--- src/rtl/callret_pkg.sv ---
package callret_pkg;

  // One value per bus cycle of the supported instructions
  typedef enum logic [3:0] {
    ST_IDLE,
    ST_FETCH,    // cycle 1, common opcode fetch
    ST_C_LO,     // call: low target byte
    ST_C_STK,    // call: dummy stack read, park low byte in S
    ST_C_PSH_H,  // call: push PC high
    ST_C_PSH_L,  // call: push PC low
    ST_C_HI,     // call: high target byte, final swap
    ST_R_DUM,    // return: dummy read at PC
    ST_R_STK,    // return: dummy stack read
    ST_R_LO,     // return: pull low byte
    ST_R_HI,     // return: pull high byte
    ST_R_END     // return: dummy read at pulled address, PC+1
  } step_t;

endpackage

--- src/rtl/callret_rst_sync.sv ---
module callret_rst_sync #(
  parameter int unsigned STAGES = 2
) (
  input  logic clk,
  input  logic rst_n,
  output logic rst_sync_n
);

  logic [STAGES-1:0] sync_q;

  always_ff @(posedge clk or negedge rst_n) begin
    if (!rst_n) begin
      sync_q <= '0;
    end else begin
      sync_q <= {sync_q[STAGES-2:0], 1'b1};
    end
  end

  assign rst_sync_n = sync_q[STAGES-1];

endmodule

--- src/rtl/callret_ctrl.sv ---
module callret_ctrl
  import callret_pkg::*;
#(
  parameter int unsigned          DATA_W   = 8,
  parameter logic [DATA_W-1:0]    CALL_OPC = 8'h20,
  parameter logic [DATA_W-1:0]    RET_OPC  = 8'h60
) (
  input  logic              clk,
  input  logic              rst_n,
  input  logic              start_i,
  input  logic [DATA_W-1:0] opcode_i,
  output step_t             step_o,
  output logic              done_o
);

  step_t step_q, step_d;
  logic  is_call, is_ret;

  assign is_call = (opcode_i == CALL_OPC);
  assign is_ret  = (opcode_i == RET_OPC);

  always_comb begin
    step_d = step_q;
    done_o = 1'b0;
    unique case (step_q)
      ST_IDLE:    if (start_i) step_d = ST_FETCH;
      ST_FETCH: begin
        if (is_call) begin
          step_d = ST_C_LO;
        end else if (is_ret) begin
          step_d = ST_R_DUM;
        end else begin
          step_d = ST_IDLE;
          done_o = 1'b1;
        end
      end
      ST_C_LO:    step_d = ST_C_STK;
      ST_C_STK:   step_d = ST_C_PSH_H;
      ST_C_PSH_H: step_d = ST_C_PSH_L;
      ST_C_PSH_L: step_d = ST_C_HI;
      ST_C_HI: begin
        step_d = ST_IDLE;
        done_o = 1'b1;
      end
      ST_R_DUM:   step_d = ST_R_STK;
      ST_R_STK:   step_d = ST_R_LO;
      ST_R_LO:    step_d = ST_R_HI;
      ST_R_HI:    step_d = ST_R_END;
      ST_R_END: begin
        step_d = ST_IDLE;
        done_o = 1'b1;
      end
      default:    step_d = ST_IDLE;
    endcase
  end

  always_ff @(posedge clk or negedge rst_n) begin
    if (!rst_n) begin
      step_q <= ST_IDLE;
    end else begin
      step_q <= step_d;
    end
  end

  assign step_o = step_q;

endmodule

--- src/rtl/callret_dpath.sv ---
module callret_dpath
  import callret_pkg::*;
#(
  parameter int unsigned          ADDR_W     = 16,
  parameter int unsigned          DATA_W     = 8,
  parameter logic [DATA_W-1:0]    STACK_PAGE = 8'h01,
  parameter logic [ADDR_W-1:0]    RESET_PC   = 16'h0000,
  parameter logic [DATA_W-1:0]    RESET_SP   = 8'hFF
) (
  input  logic              clk,
  input  logic              rst_n,
  input  step_t             step_i,
  input  logic [DATA_W-1:0] rdata_i,
  output logic [ADDR_W-1:0] addr_o,
  output logic              rd_o,
  output logic [DATA_W-1:0] wdata_o,
  output logic [ADDR_W-1:0] pc_o,
  output logic [DATA_W-1:0] sp_o
);

  localparam logic [ADDR_W-1:0] PC_ONE = ADDR_W'(1);
  localparam logic [DATA_W-1:0] SP_ONE = DATA_W'(1);

  logic [ADDR_W-1:0] pc_q, pc_d;
  logic [DATA_W-1:0] sp_q, sp_d, hold_q, hold_d, dlat_q, dlat_d;
  logic              pc_en, sp_en, hold_en, dlat_en;

  // Next-state values and clock enables
  always_comb begin
    pc_d    = pc_q;   pc_en   = 1'b0;
    sp_d    = sp_q;   sp_en   = 1'b0;
    hold_d  = hold_q; hold_en = 1'b0;
    dlat_d  = dlat_q; dlat_en = 1'b0;
    unique case (step_i)
      ST_FETCH: begin
        pc_d = pc_q + PC_ONE; pc_en = 1'b1;
      end
      ST_C_LO: begin
        pc_d   = pc_q + PC_ONE; pc_en   = 1'b1;
        dlat_d = rdata_i;       dlat_en = 1'b1;
      end
      ST_C_STK: begin
        sp_d   = dlat_q; sp_en   = 1'b1;
        hold_d = sp_q;   hold_en = 1'b1;
      end
      ST_C_PSH_H, ST_C_PSH_L: begin
        hold_d = hold_q - SP_ONE; hold_en = 1'b1;
      end
      ST_C_HI: begin
        pc_d = {rdata_i, sp_q}; pc_en = 1'b1;
        sp_d = hold_q;          sp_en = 1'b1;
      end
      ST_R_STK: begin
        sp_d = sp_q + SP_ONE; sp_en = 1'b1;
      end
      ST_R_LO: begin
        dlat_d = rdata_i;       dlat_en = 1'b1;
        sp_d   = sp_q + SP_ONE; sp_en   = 1'b1;
      end
      ST_R_HI: begin
        pc_d = {rdata_i, dlat_q}; pc_en = 1'b1;
      end
      ST_R_END: begin
        pc_d = pc_q + PC_ONE; pc_en = 1'b1;
      end
      default: ;
    endcase
  end

  // Bus drive for the current cycle
  always_comb begin
    addr_o  = pc_q;
    rd_o    = 1'b1;
    wdata_o = '0;
    unique case (step_i)
      ST_C_STK, ST_R_STK, ST_R_LO, ST_R_HI: addr_o = {STACK_PAGE, sp_q};
      ST_C_PSH_H: begin
        addr_o  = {STACK_PAGE, hold_q};
        rd_o    = 1'b0;
        wdata_o = pc_q[ADDR_W-1:DATA_W];
      end
      ST_C_PSH_L: begin
        addr_o  = {STACK_PAGE, hold_q};
        rd_o    = 1'b0;
        wdata_o = pc_q[DATA_W-1:0];
      end
      default: ;
    endcase
  end

  always_ff @(posedge clk or negedge rst_n) begin
    if (!rst_n) begin
      pc_q   <= RESET_PC;
      sp_q   <= RESET_SP;
      hold_q <= '0;
      dlat_q <= '0;
    end else begin
      if (pc_en)   pc_q   <= pc_d;
      if (sp_en)   sp_q   <= sp_d;
      if (hold_en) hold_q <= hold_d;
      if (dlat_en) dlat_q <= dlat_d;
    end
  end

  assign pc_o = pc_q;
  assign sp_o = sp_q;

endmodule

--- src/rtl/callret_seq.sv ---
module callret_seq
  import callret_pkg::*;
#(
  parameter int unsigned          DATA_W     = 8,
  parameter int unsigned          ADDR_W     = 2 * DATA_W,
  parameter int unsigned          SYNC_STAGES = 2,
  parameter logic [DATA_W-1:0]    STACK_PAGE = 8'h01,
  parameter logic [DATA_W-1:0]    CALL_OPC   = 8'h20,
  parameter logic [DATA_W-1:0]    RET_OPC    = 8'h60,
  parameter logic [ADDR_W-1:0]    RESET_PC   = 16'h0200,
  parameter logic [DATA_W-1:0]    RESET_SP   = 8'hFF
) (
  input  logic              clk,
  input  logic              rst_n,
  input  logic              start_i,
  input  logic [DATA_W-1:0] bus_rdata_i,
  output logic [ADDR_W-1:0] bus_addr_o,
  output logic              bus_rd_o,
  output logic [DATA_W-1:0] bus_wdata_o,
  output logic              done_o,
  output logic [ADDR_W-1:0] pc_o,
  output logic [DATA_W-1:0] sp_o
);

  logic  rst_sync_n;
  step_t step;

  callret_rst_sync #(.STAGES(SYNC_STAGES)) u_rst (
    .clk        (clk),
    .rst_n      (rst_n),
    .rst_sync_n (rst_sync_n)
  );

  callret_ctrl #(
    .DATA_W   (DATA_W),
    .CALL_OPC (CALL_OPC),
    .RET_OPC  (RET_OPC)
  ) u_ctrl (
    .clk      (clk),
    .rst_n    (rst_sync_n),
    .start_i  (start_i),
    .opcode_i (bus_rdata_i),
    .step_o   (step),
    .done_o   (done_o)
  );

  callret_dpath #(
    .ADDR_W     (ADDR_W),
    .DATA_W     (DATA_W),
    .STACK_PAGE (STACK_PAGE),
    .RESET_PC   (RESET_PC),
    .RESET_SP   (RESET_SP)
  ) u_dpath (
    .clk     (clk),
    .rst_n   (rst_sync_n),
    .step_i  (step),
    .rdata_i (bus_rdata_i),
    .addr_o  (bus_addr_o),
    .rd_o    (bus_rd_o),
    .wdata_o (bus_wdata_o),
    .pc_o    (pc_o),
    .sp_o    (sp_o)
  );

endmodule

--- config.mk ---
export PLATFORM = sky130hd
export DESIGN_NAME = callret_seq
export DESIGN_NICKNAME = d
export VERILOG_FILES = /design/src/rtl/callret_pkg.sv /design/src/rtl/callret_rst_sync.sv /design/src/rtl/callret_ctrl.sv /design/src/rtl/callret_dpath.sv /design/src/rtl/callret_seq.sv
export SDC_FILE = /design/constraint.sdc
export NUM_CORES = 1
export LEC_CHECK = 0
export CAP_MARGIN = 15
export CORE_MARGIN = 3
export CORE_UTILIZATION = 39
export CTS_BUF_LIST = sky130_fd_sc_hd__clkbuf_8
export CTS_CLUSTER_DIAMETER = 150
export DETAILED_ROUTE_END_ITERATION = 8
export GPL_ROUTABILITY_DRIVEN = 0
export PLACE_DENSITY = 0.61
export SLEW_MARGIN = 20
export SYNTH_ARGS = -nofsm -noshare
export SYNTH_HDL_FRONTEND = slang
export SYNTH_SLANG_ARGS = --single-unit
--- constraint.sdc ---
create_clock -name clk -period 2.21 [get_ports clk]
set_input_delay 0.442 -clock clk [delete_from_list [all_inputs] [get_ports clk]]
set_output_delay 0.442 -clock clk [all_outputs]
set_load 0.02 [all_outputs]
==> flow_summary.ini, run 1 <==
[power_and_ir_drop]
p_seq_frac = 0.213
p_sw_frac = 0.474
p_comb_frac = 0.710
powerDensity_nw_per_um2 = 1880
power_w = 0.00882
vdd_drop_max_mv = 1.05
p_switching_w = 0.00418
internal_power_w = 0.00464
clockPowerShare = 0.078
p_leak_nw = 2.01

[global_routing]
antenna_found_initial = 0
grt_pass1_vias = 3362
grt_max_degree = 45
grt_usage = 0.239
gr-total-overflow = 0
grt_pass1_wl_mm = 18.6

[placement]
port_buffers = 60
hpwl_mm = 8.04

[hold_path]
hold_class = input pin to async pin

[layout]
register_area_um2 = 1160
fill_cells = 703
multiInputGateArea_um2 = 2070
drive_above_1_share = 0.322
area_delta_synth_final_pct = 42.0
diodes = 0
nNetsFinal = 498

[drt]
post_drt_via_cell_ratio = 6.04
dr.pass1.iters = 5
drc = 0
routedWlPerCell_um = 19.5
wl_mm = 11.4
first_iter_violations = 299
via_count = 3542
ant_nets = 0

[synthesis]
synth_edf_count = 0
yosysUniqueCellTypes = 70
async_flop_share = 1.00
synthFlopType = dfrtp_1
synth.avg_cell_area_um2 = 8.75
syn_nets = 393
syn_area_um2 = 3310
ys_seq_area_frac = 0.351
ys_ff_latch = 46
yosys_warnings = 0
synth_cells = 378

[sta]
hold_slack_ps = 275
slew_headroom = 0.589
fin_ws_ps = -98.4
timing.final.crit_share = 1.04
hold_viol_final = 0
max_freq_mhz = 433
tightest_slew_ps = 617
setup_viol = 14
fin_skew_ps = 7.49
fin_crit_ps = 2310
drv_slew = 0
rsz0062_at_grt = true

[critical_path]
worstPathArrival_ps = 1870
critPathTopFamily = compound AO/OA/AOI/OAI gates
endpoint_kind = primary output
path_buf_inv = 2
path_cells = a21bo_2, a21oi_4, buf_6, nor3_1, a221o_1, buf_2
worst-path-max-fanout = 6
critPathSlowestCell = dfrtp_2
cp_slowest_stage_delay_ps = 450
critPathLaunchType = register
cp.required_ps = 1770
path_class = register to primary output

[cts]
cts.sinks = 46
cts.clk_slew.worst_paths_ps = 100
cts_root_buf = clkbuf_8
htreeDepth = 2
cts_made_buffers = 5
cts_tree = yes
insertion_delay_ps = 320
cts_buffer_depth = 2

[run]
drv_cap = 0

[floorplan]
die_w_um = 98.1
dieHeight_um = 98.1
start_util = 0.415
io_pins = 61
num_rows = 32
die_area_um2 = 9620
core_um2 = 7970

[status]
outcome = complete, but fails checks
failed_checks = negative setup slack
-- cell usage in the layout, fill, tap and decap left out, types with 10 or more instances in the layout --
cell	count
a21oi_1	14
buf_4	61
buf_6	26
clkdlybuf4s50_1	30
dfrtp_1	35
inv_1	13
mux2i_1	10
nand2_1	25
nand3_1	17
nor2_1	15
nor3_1	19
o21ai_0	22
-- registers in the layout, indices dropped and copies added, names as in the netlist --
signal / cells
u_dpath.sp_o: 8
u_dpath.pc_o: 16
u_ctrl.step_o: 4
u_dpath.dlat_q: 8
u_dpath.hold_q: 8
u_rst.sync_q: 2
-- path summary, 6_finish.rpt --
kind / from / end / slack, ps / depth (start not counted)
worst max-delay path: u_ctrl.step_o[1]$_DFFE_PN0P_ / bus_addr_o[3] / -100 / 6
worst min-delay path: rst_n / u_rst.sync_q[0]$_DFF_PN0_ / 280 / 1
worst max register to register: u_ctrl.step_o[2]$_DFFE_PN0P_ / u_dpath.pc_o[13]$_DFFE_PN0P_ / 50 / 6
worst min register to register: u_rst.sync_q[1]$_DFF_PN0_ / u_dpath.hold_q[1]$_DFFE_PN0P_ / 340 / 1
max in group asynchronous: u_rst.sync_q[1]$_DFF_PN0_ / u_ctrl.step_o[1]$_DFFE_PN0P_ / 1410 / 1
min in group clk: u_rst.sync_q[0]$_DFF_PN0_ / u_rst.sync_q[1]$_DFF_PN0_ / 370 / 0
-- through the flow --
stage | util | std cells | TNS [ps] | setup slack [ps] | instance area [um^2]
4_1_cts | 0.567 | 581 | -764 | -80.6 | 4520
6_report | 0.590 | 586 | -596 | -98.4 | 4700
3_3_place_gp | 0.537 | 562 | -3920 | -457 | 4280
3_5_place_dp | 0.537 | 562 | -4280 | -506 | 4280
5_1_grt | 0.590 | 586 | -2130 | -169 | 4700
2_1_floorplan | - | 378 | 0 | 35.8 | 3310
-- logic make-up after synthesis --
logic type	after synthesis	synth area share
AO/OA/AOI/OAI	109	0.244
XOR/XNOR	1	0.00265
adder cells (fa/ha/maj)	4	0.0151
buffers and inverters	44	0.0605
flip-flops	46	0.351
multiplexers	20	0.0639
other	1	0.00113
AND/OR/NAND/NOR	153	0.261
-- timing repair --
| item | CTS | global route |
|---|---|---|
| hold buffers | 0 | 0 |
| gates resized for setup | 160 | 46 |
| cloned | 2 | 0 |
| setup endpoints to repair | 27 | 45 |
| pin swaps | 5 | 13 |
| setup buffers | 9 | 5 |
-- power groups by stage --
stage                     sequential (W)  clock [W]  combinational (W)
after detailed placement         0.00188          0            0.00551
after floorplan                  0.00197          0            0.00304
after global routing             0.00196   0.000740            0.00670
final                            0.00188   0.000687            0.00626
after CTS                        0.00186   0.000701            0.00580
after global placement           0.00187          0            0.00545
-- worst reg2reg max path, cell delays in order, from the launching register on --
cell and delay [ps]:
dfrtp_1 420, buf_4 160, buf_8 160, or4b_4 570, o211a_1 170, or4_1 520
nand4_1 100
-- synth_stat cells (5+ instances only) --
cell type,instances,share of area
o2bb2ai_1,5,0.013
and3_1,8,0.015
nor3_1,19,0.029
mux2i_1,11,0.033
nand2_1,26,0.030
nor2_1,26,0.030
dfstp_2,9,0.072
nand4_1,7,0.013
nor2b_1,5,0.0095
nand3_1,17,0.026
mux2_2,9,0.031
buf_2,7,0.011
and2_1,5,0.0095
nand3b_1,5,0.011
o211ai_1,5,0.011
o21ai_0,22,0.033
inv_1,13,0.015
a22oi_1,9,0.020
a221o_1,7,0.021
and4_1,6,0.016
clkbuf_1,18,0.020
dfrtp_1,37,0.28
a21oi_1,15,0.023
-- area by class of cell --
cell class              instances  area share
multi-input cells             288       0.440
clock inverters                 3      0.0101
clock buffers                   5      0.0147
flip-flops and latches         46       0.248
inverters                      14      0.0128
well taps                     102      0.0272
repair buffers                128       0.247
-- routing by layer --
layer / track usage / share of wire / up-vias / wire length [um]
met3: 0.0386 / 0.065 / 25 / 738
met2: 0.354 / 0.46 / 152 / 5210
met1: 0.364 / 0.46 / 1722 / 5290
li1: - / - / 1643 / -
met5: 0 / 0 / - / 0
met4: 0.0543 / 0.014 / 0 / 165
No activity file was read; power rests on OpenSTA's default activity.
==> inputs of run 2 (changes only) <==
--- a/config.mk
+++ b/config.mk
@@ -12,7 +12,7 @@
 export CTS_CLUSTER_DIAMETER = 150
 export DETAILED_ROUTE_END_ITERATION = 8
 export GPL_ROUTABILITY_DRIVEN = 0
-export PLACE_DENSITY = 0.61
+export PLACE_DENSITY = 0.68
 export SLEW_MARGIN = 20
 export SYNTH_ARGS = -nofsm -noshare
 export SYNTH_HDL_FRONTEND = slang
==> flow_summary.ini, run 2 (synthesized netlist as in run 1, its figures left out) <==
[drt]
first_iter_violations = 298
drc = 0
wl_mm = 11.4
routedWlPerCell_um = 19.8
dr.pass1.iters = 5
via_count = 3582
post_drt_via_cell_ratio = 6.22
ant_nets = 0

[sta]
setup_viol = 7
timing.final.crit_share = 1.05
tns_ps = -636
fin_crit_ps = 2330
max_freq_mhz = 430
rsz0062_at_grt = true
drv_slew = 0
slew_headroom = 0.653
fin_skew_ps = 7.11
fin_ws_ps = -116
tightest_slew_ps = 521
hold_viol_final = 0

[layout]
drive_above_1_share = 0.287
final_cell_mix = buf_4, dfrtp_1, clkdlybuf4s50_1, nand2_1, nor2_1
diodes = 0
mostFrequentLayoutCell = buf_4
largest_reg_flops = 16
area_delta_synth_final_pct = 38.2
nNetsFinal = 488
design_area_um2 = 4570

[critical_path]
path_class = register to primary output
cp.required_ps = 1770
critPathLaunchType = register
endpoint_kind = primary output
worst-path-max-fanout = 5
worstPathArrival_ps = 1880

[cts]
cts_tree = yes
cts_root_buf = clkbuf_8
insertion_delay_ps = 320
htreeDepth = 2
cts.clk_slew.worst_paths_ps = 100
cts_hold_buf = 0
cts_buffer_depth = 2
cts_made_buffers = 5
cts.sinks = 46

[power_and_ir_drop]
clockPowerShare = 0.077
p_sw_frac = 0.471
p_switching_w = 0.00408
internal_power_w = 0.00457
vdd_drop_max_mv = 0.929
powerDensity_nw_per_um2 = 1890
p_comb_frac = 0.708
p_leak_nw = 1.96
p_seq_frac = 0.215

[status]
outcome = complete, but fails checks
failed_checks = negative setup slack

[floorplan]
core_um2 = 7970
dieHeight_um = 98.1
io_pins = 61
die_area_um2 = 9620
die_w_um = 98.1
start_util = 0.415
num_rows = 32

[placement]
hpwl_mm = 8.01
post_dp_cell_area_um2 = 4310
port_buffers = 60

[global_routing]
gr-total-overflow = 0
grt_max_degree = 30
grt_usage = 0.229
grt_pass1_wl_mm = 17.9
antenna_found_initial = 0
grt_pass1_vias = 3435

[hold_path]
hold_class = register to async pin

[run]
drv_cap = 0
run 2: power groups by stage:
stage / combinational, W / clock, W / sequential [W]
after floorplan: 0.00304 / 0 / 0.00197
after global placement: 0.00552 / 0 / 0.00183
final: 0.00612 / 0.000669 / 0.00186
after global routing: 0.00653 / 0.000695 / 0.00192
after detailed placement: 0.00560 / 0 / 0.00184
after CTS: 0.00557 / 0.000662 / 0.00183
run 2: metrics by stage:
stage / cells / hold slack (ps) / utilization / worst slack [ps] / power, W
6_report: 576 / 250 / 0.574 / -116 / 0.00864
5_1_grt: 576 / 276 / 0.574 / -152 / 0.00915
4_1_cts: 573 / 267 / 0.559 / -112 / 0.00806
3_5_place_dp: 559 / 262 / 0.541 / -478 / 0.00744
3_3_place_gp: 559 / 259 / 0.541 / -459 / 0.00735
2_1_floorplan: 378 / 146 / - / 35.8 / 0.00501
run 2: layer usage:
layer,share of wire,GRT usage,vias up
met2,0.46,0.352,158
met3,0.070,0.0421,28
li1,-,-,1626
met1,0.45,0.328,1770
met4,0.022,0.0671,0
met5,0,0,-
run 2: final cells by class:
type	instances	area (um^2)
multi-input cells	288	2020
well taps	102	128
repair buffers	118	1090
fillers	718	3400
clock buffers	5	68.8
flip-flops and latches	46	1170
inverters	14	52.6
clock inverters	3	41.3
run 2: path summary, 6_finish.rpt:
check / depth (start not counted) / from / to / slack (ps)
worst max-delay path: 6 / u_ctrl.step_o[1]$_DFFE_PN0P_ / bus_addr_o[3] / -120
worst min-delay path: 0 / u_rst.sync_q[1]$_DFF_PN0_ / u_dpath.pc_o[11]$_DFFE_PN0P_ / 250
worst max register to register: 8 / u_ctrl.step_o[2]$_DFFE_PN0P_ / u_dpath.pc_o[10]$_DFFE_PN0P_ / 30
worst min register to register: 0 / u_rst.sync_q[1]$_DFF_PN0_ / u_dpath.pc_o[11]$_DFFE_PN0P_ / 250
max in group asynchronous: 1 / u_rst.sync_q[1]$_DFF_PN0_ / u_dpath.sp_o[3]$_DFFE_PN1P_ / 1360
min in group clk: 0 / u_rst.sync_q[0]$_DFF_PN0_ / u_rst.sync_q[1]$_DFF_PN0_ / 370
run 2: timing repair:
action | in CTS | in global routing
gates cloned | 1 | 0
pin swaps | 5 | 10
buffers inserted | 5 | 4
setup endpoints to repair | 26 | 43
resized for setup | 119 | 54
hold endpoints to repair | 0 | 0
run 2: critical path, stage by stage, from the launching register on:
cell and delay (ps):
dfrtp_2 460, a21bo_4 240, a21oi_4 230, buf_6 160, nor3_2 40, a221o_1 300
buf_6 150
==> inputs of run 3 (changes only) <==
--- a/config.mk
+++ b/config.mk
@@ -12,6 +12,7 @@
 export CTS_CLUSTER_DIAMETER = 150
 export DETAILED_ROUTE_END_ITERATION = 8
 export GPL_ROUTABILITY_DRIVEN = 0
+export GPL_TIMING_DRIVEN = 0
 export PLACE_DENSITY = 0.68
 export SLEW_MARGIN = 20
 export SYNTH_ARGS = -nofsm -noshare
==> flow_summary.ini, run 3 (synthesized netlist as in run 1, its figures left out) <==
[status]
outcome = complete, but fails checks
failed_checks = negative setup slack

[layout]
area_delta_synth_final_pct = 41.8
fill_cells = 660
design_area_um2 = 4690
nNetsFinal = 486
multiInputGateArea_um2 = 2130
register_area_um2 = 1170
diodes = 0
fin_util = 0.589
mostFrequentLayoutCell = dfrtp_1
drive_above_1_share = 0.294
largest_reg_flops = 16
final_cell_mix = dfrtp_1, buf_6, clkdlybuf4s50_1, nand2_1, buf_4

[sta]
drv_slew = 0
slew_headroom = 0.481
tns_ps = -2700
fin_skew_ps = 11.5
timing.final.crit_share = 1.10
setup_viol = 22
tightest_slew_ps = 773
fin_ws_ps = -230
rsz0062_at_grt = true
max_freq_mhz = 410
fin_crit_ps = 2440
hold_viol_final = 0

[floorplan]
core_um2 = 7970
dieHeight_um = 98.1
io_pins = 61
start_util = 0.415
num_rows = 32
die_w_um = 98.1
die_area_um2 = 9620

[global_routing]
grt_max_degree = 25
gr-total-overflow = 0
antenna_found_initial = 0
grt_usage = 0.235
grt_pass1_wl_mm = 18.4
grt_pass1_vias = 3511

[cts]
cts_made_buffers = 5
insertion_delay_ps = 310
cts.clk_slew.worst_paths_ps = 100
cts_buffer_depth = 2
cts_root_buf = clkbuf_8
cts.sinks = 46
cts_tree = yes
htreeDepth = 2

[critical_path]
crit_path_frequent_cell = buf_6
critPathLaunchType = register
cp_slowest_stage_delay_ps = 430
path_cells = buf_6, a21bo_4, a21oi_4, buf_6, nor2_4, buf_6, a221o_1, buf_6
cp_num_cells = 8
endpoint = bus_addr_o[0]
endpoint_kind = primary output
critPathTopFamily = compound AO/OA/AOI/OAI gates
ff2ff_path_depth = 7
reg2reg_to = u_dpath.pc_o[2]$_DFFE_PN0P_
critPathSlowestCell = dfrtp_2
crit_path_start = u_ctrl.step_o[3]$_DFFE_PN0P_
r2r_start = u_ctrl.step_o[1]$_DFFE_PN0P_
path_class = register to primary output
cp.required_ps = 1770
path_buf_inv = 4
worst-path-max-fanout = 4
worstPathArrival_ps = 2000
r2r_setup_slack_ps = 60

[power_and_ir_drop]
p_leak_nw = 1.95
powerDensity_nw_per_um2 = 1890
vdd_drop_max_mv = 0.867

[placement]
post_dp_cell_area_um2 = 4060
port_buffers = 60
hpwl_mm = 7.81

[drt]
wl_mm = 11.6
post_drt_via_cell_ratio = 6.29
ant_nets = 0
first_iter_violations = 483
routedWlPerCell_um = 20.3
via_count = 3611
drc = 0
dr.pass1.iters = 5

[hold_path]
hold_class = register to async pin

[run]
drv_cap = 0
## run 3: changes by cell type in the layout (fill, tap and decap cells not counted), moves of 5 or more
cell      before  now
buf_2         10    5
clkbuf_1       0   10
buf_4         45   25
buf_6         24   32
nor2_1        25   14
nor2_4         1    8
## run 3: worst min-delay path by stage
stage	slack (ps)	endpoint
after CTS	270	u_dpath.hold_q[0]$_DFFE_PN0P_
after detailed placement	260	u_dpath.hold_q[1]$_DFFE_PN0P_
after global routing	270	u_rst.sync_q[0]$_DFF_PN0_
after global placement	340	u_rst.sync_q[1]$_DFF_PN0_
final	250	u_dpath.hold_q[0]$_DFFE_PN0P_
after floorplan	150	u_rst.sync_q[0]$_DFF_PN0_
## run 3: cell type report
class / count / area share
well taps: 102 / 0.0272
inverters: 14 / 0.0117
multi-input cells: 288 / 0.454
repair buffers: 88 / 0.191
clock inverters: 3 / 0.00374
clock buffers: 5 / 0.0147
flip-flops and latches: 46 / 0.249
plain buffers: 28 / 0.0491
## run 3: metrics by stage
| stage | hold slack [ps] | cells | power (W) | setup slack (ps) |
|---|---|---|---|---|
| after floorplan | 146 | 378 | 0.00501 | 35.8 |
| after global placement | 341 | 540 | 0.00695 | -927 |
| after detailed placement | 262 | 541 | 0.00702 | -867 |
| after CTS | 268 | 570 | 0.00834 | -309 |
| after global routing | 269 | 574 | 0.00939 | -312 |
| final | 251 | 574 | 0.00886 | -230 |
## run 3: routing by layer
| metal | vias up | track usage | wire length (um) |
|---|---|---|---|
| li1 | 1629 | - | - |
| met1 | 1791 | 0.328 | 5080 |
| met2 | 166 | 0.371 | 5480 |
| met3 | 25 | 0.0457 | 857 |
| met4 | 0 | 0.0703 | 216 |
| met5 | - | 0 | 0 |
## run 3: what timing repair did
action | in CTS | in global routing
endpoints found under the hold margin | 0 | 0
endpoints found under the setup margin | 27 | 31
gates resized for setup | 203 | 42
hold buffers | 0 | 0
buffers inserted | 21 | 5
pin swaps | 6 | 7
cloned | 1 | 0
## run 3: power breakdown
part,switching [W],total [W],internal [W],leakage (nW)
registers,0.000631,0.00194,0.00131,0.541
logic,0.00333,0.00638,0.00305,1.36
clock network,0.000312,0.000531,0.000220,0.0493
total,0.00427,0.00886,0.00458,1.95
